===== config.mk =====
export PLATFORM = sky130hd
export DESIGN_NAME = edge_irq_ctrl
export DESIGN_NICKNAME = d
export VERILOG_FILES = /design/src/rtl/edge_irq_ctrl.sv
export SDC_FILE = /design/constraint.sdc
export NUM_CORES = 1
export LEC_CHECK = 0
export ABC_AREA = 1
export BUFFER_PORTS_ARGS = -buffer_cell sky130_fd_sc_hd__buf_2
export CAP_MARGIN = 20
export CORE_MARGIN = 8
export CORE_UTILIZATION = 60
export CTS_BUF_LIST = sky130_fd_sc_hd__clkbuf_8
export DETAILED_ROUTE_END_ITERATION = 10
export HOLD_SLACK_MARGIN = 0.12
export PLACE_DENSITY = 0.82
export REMOVE_ABC_BUFFERS = 1
export SLEW_MARGIN = 5
export SYNTH_ARGS = -nofsm -noshare
export SYNTH_HDL_FRONTEND = slang
export SYNTH_SLANG_ARGS = --single-unit

===== constraint.sdc =====
create_clock -name clk -period 1.3 [get_ports clk]
set_input_delay 0.13 -clock clk [delete_from_list [all_inputs] [get_ports clk]]
set_output_delay 0.13 -clock clk [all_outputs]
set_load 0.01 [all_outputs]

===== src/rtl/edge_irq_ctrl.sv =====
module edge_irq_ctrl #(
  parameter int EXT_W  = 20,
  parameter int TRIP_W = 21,
  parameter int ADDR_W = 3
) (
  input  logic              clk,
  input  logic              rst_n,
  input  logic [EXT_W-1:0]  sig_in,
  input  logic [TRIP_W-1:0] trip_in,
  input  logic              lb1_ok,
  input  logic              lb2_ok,
  input  logic              hb_ok,
  input  logic [ADDR_W-1:0] reg_addr,
  input  logic              reg_wr,
  input  logic              reg_rd,
  input  logic [15:0]       reg_wdata,
  output logic [15:0]       reg_rdata,
  output logic              irq_req,
  output logic [2:0]        irq_level,
  output logic [7:0]        irq_vector
);
  localparam int N_LINES  = EXT_W + 4;
  localparam int NW       = (N_LINES + 7) / 8;
  localparam int VW       = NW * 16;
  localparam int SET_ADDR = 2 * NW;

  logic [N_LINES-1:0] raw, s1, s2, s3;
  logic [VW-1:0]      mask_q, img_q, edges, clr;
  logic [11:0]        set_q;
  logic               unused_hi;

  assign raw       = {hb_ok, lb1_ok & lb2_ok, &trip_in, &sig_in, sig_in};
  assign unused_hi = ^reg_wdata[15:12];

  always_comb begin
    edges = '0;
    for (int i = 0; i < N_LINES; i++) begin
      edges[2*i+1] = s2[i] & ~s3[i];
      edges[2*i]   = ~s2[i] & s3[i];
    end
  end

  always_comb begin
    for (int w = 0; w < NW; w++)
      clr[16*w +: 16] = {16{reg_rd && reg_addr == ADDR_W'(NW + w)}};
  end

  always_ff @(posedge clk or negedge rst_n) begin
    if (!rst_n) begin
      s1     <= '0;
      s2     <= '0;
      s3     <= '0;
      mask_q <= '0;
      img_q  <= '0;
      set_q  <= '0;
    end else begin
      s1    <= raw;
      s2    <= s1;
      s3    <= s2;
      img_q <= (img_q & ~clr) | (edges & mask_q);
      for (int w = 0; w < NW; w++)
        if (reg_wr && reg_addr == ADDR_W'(w))
          mask_q[16*w +: 16] <= reg_wdata;
      if (reg_wr && reg_addr == ADDR_W'(SET_ADDR))
        set_q <= reg_wdata[11:0];
    end
  end

  always_comb begin
    reg_rdata = '0;
    for (int w = 0; w < NW; w++) begin
      if (reg_addr == ADDR_W'(w))      reg_rdata = mask_q[16*w +: 16];
      if (reg_addr == ADDR_W'(NW + w)) reg_rdata = img_q[16*w +: 16];
    end
    if (reg_addr == ADDR_W'(SET_ADDR)) reg_rdata = {4'h0, set_q};
  end

  assign irq_req    = set_q[11] & (|img_q);
  assign irq_level  = set_q[10:8];
  assign irq_vector = set_q[7:0];
endmodule


==> results.ini <==
[outcome]
status=finished with violations
failed_checks=setup timing

[yosys]
post_synth_num_cell_types=27
synthesis.area_per_instance_um2=9.56
synth_flop_cell=dfrtp_1
postSynthRegisterBits=180
synth.yosys.warnings=0
mappedNetlistArea_um2=7300
synth_sequential_area_ratio=0.617
number_of_synthesized_flops_with_an_enable_pin=0
synthArstFlopShare=1.00
syn-instance-count=764

[detailed_routing]
overall_via_count_from_detail_route=6585
remaining_drc_errors=0
ant_nets=0
vias_per_cell=5.87
drtPass1Iterations=6
totalWireLength_mm=21.3
routedWlPerCell_um=19.0
drt_first_iter_violations=683

[die]
rows=40
initial_utilization=0.610
top_level_ports=95
core_area_um2=12000
die-height_um=126
fp.dieW_um=126
fp.dieArea_um2=16000

[setup_path]
setup.worst_path.class=flop to primary output
reg2reg_setup_slack_ns=0.34
rr_endpoint=img_q[4]
cp_data_required_time_ns=1.17
r2r_start=img_q[4]
rr_worst_depth=4
critPathMaxFanout=3
cp_data_arrival_time_ns=1.60
startpoint_type=flop
setup_crit_end_kind=primary output

[timing]
grt_setup_unrepaired=true
max_freq_mhz=576
final.min_clock_period_ns=1.73
clock-skew-final_ns=0.0110
final_hold_viol_count=0
relSlewSlack=0.697
fin_tns_setup_ns=-4.48
report.final.slew_viol_count=0
post-route-period-util=1.33
setup_viol=17
worst_slew_pin_slew_ns=0.455
layout_setup_ws_ns=-0.435

[power_and_ir_drop]
leakage_nw=4.54
power.ir.vdd_worst_uv=1130
powerDensity_nw_per_um2=1420
report.power.total_mw=13.4

[min_path]
worst_hold_path_type=input pin to async pin

[placement]
hpwl_mm=13.9
routabilityCongestion=0.924
port_buffers=94

[grt]
global_route_usage_sum=0.272
first_pass_grt_wire_length_mm=33.8
first_global_vias=6738
grt_use_met3=0.0855
grt.met2_usage=0.456
grt_max_degree=45
initial_antenna_violation_count=1
grtUsageMet1=0.313
grt_busiest_layer=met2
grt-ovfl-total=0

[clock_network]
ctsRootBufferMaster=clkbuf_8
clk_latency_ns=0.47
clock_sinks=180
cts_tree=yes
num_cts_buffers=17
cts_buffer_depth=2
cts.clk_slew.worst_paths_ns=0.09
htreeDepth=4

[layout]
finish.net_count=1029
commonest_non_fill_non_tap_cell_in_the_layout=dfrtp_1
area.growth.synth_to_final_pct=28.8
layout-drive-gt1-share=0.238
fillers=696
finalCoreUtilization=0.786
layout_common_cells=dfrtp_1 (180), nand2_1 (166), buf_2 (92)

[job]
maxCapViolCount=0

[state kept, by name, summed over array words and instances, names as in the netlist]
name	flops
s1	24
set_q	12
img_q	48
mask_q	48
s3	24
s2	24
[logic make-up after synthesis]
kind of cell    synth area share
buf+inv                   0.0658
compound gates            0.0884
flops                      0.617
simple gates               0.229
[what timing repair did]
action / in CTS / in global routing
gates resized for setup: 6 / 15
hold buffers: 55 / 3
setup buffers: 10 / 8
pin swaps: 24 / 23
setup endpoints to repair: 17 / 18
hold endpoints to repair: 264 / 1
[critical path: stages (launching register included)]
cell	delay, ns
dfrtp_1	0.41
nor2_1	0.12
nand2_1	0.07
nor2_2	0.13
nand2_2	0.09
nor2_2	0.10
a21oi_1	0.07
buf_2	0.14
[per-stage QoR]
step	std cells	worst slack, ns	instance area, um2	hold WS (ns)
3_3_place_gp	1015	-0.0365	8240	0.0790
3_5_place_dp	1015	-0.104	8240	0.0845
6_report	1121	-0.435	9400	0.148
5_1_grt	1121	-0.536	9400	0.154
2_1_floorplan	721	-0.0779	7030	-0.166
4_1_cts	1110	-0.427	9260	0.125
[routing by layer]
metal	share of wire	wire length, um
met3	0.092	1960
met4	0.040	850
met2	0.50	10600
met1	0.37	7890
met5	0	0
[Yosys cell counts (6+ instances only)]
library cell,instances,area [um2]
dfrtp_1,180,4500
nand2_1,167,627
o21ai_0,81,405
nor2_1,72,270
inv_1,52,195
nand3_1,47,235
nand4_1,38,238
o21ai_1,33,165
nand3b_1,19,143
buf_2,18,90.1
buf_4,13,97.6
clkbuf_1,6,22.5
o22ai_1,6,37.5
[report_power, final]
group          internal [mW]  switching (mW)
Sequential              6.46           0.675
Combinational           1.13            1.38
Clock                   1.74            1.98
[layout make-up]
| cell class | instances | area, um2 | share of cell area |
|---|---|---|---|
| tap | 147 | 184 | 0.0196 |
| inverter | 56 | 210 | 0.0224 |
| antenna | 1 | 2.50 | 0.000266 |
| sequential | 180 | 4500 | 0.479 |
| multi-input combinational | 485 | 2380 | 0.253 |
| clock buffer | 18 | 248 | 0.0263 |
| timing repair buffer | 222 | 1740 | 0.185 |
| clock inverter | 12 | 133 | 0.0141 |
[how the worst max path moves through the flow]
stage           startpoint  slack (ns)            end
6_report          img_q[5]       -0.43        irq_req
3_5_place_dp   reg_addr[0]       -0.10  reg_rdata[11]
5_1_grt          img_q[37]       -0.54        irq_req
3_3_place_gp   reg_addr[0]       -0.04   reg_rdata[2]
2_1_floorplan  reg_addr[2]       -0.08     mask_q[17]
4_1_cts           img_q[5]       -0.43        irq_req
(Power assumes the default switching activity.)
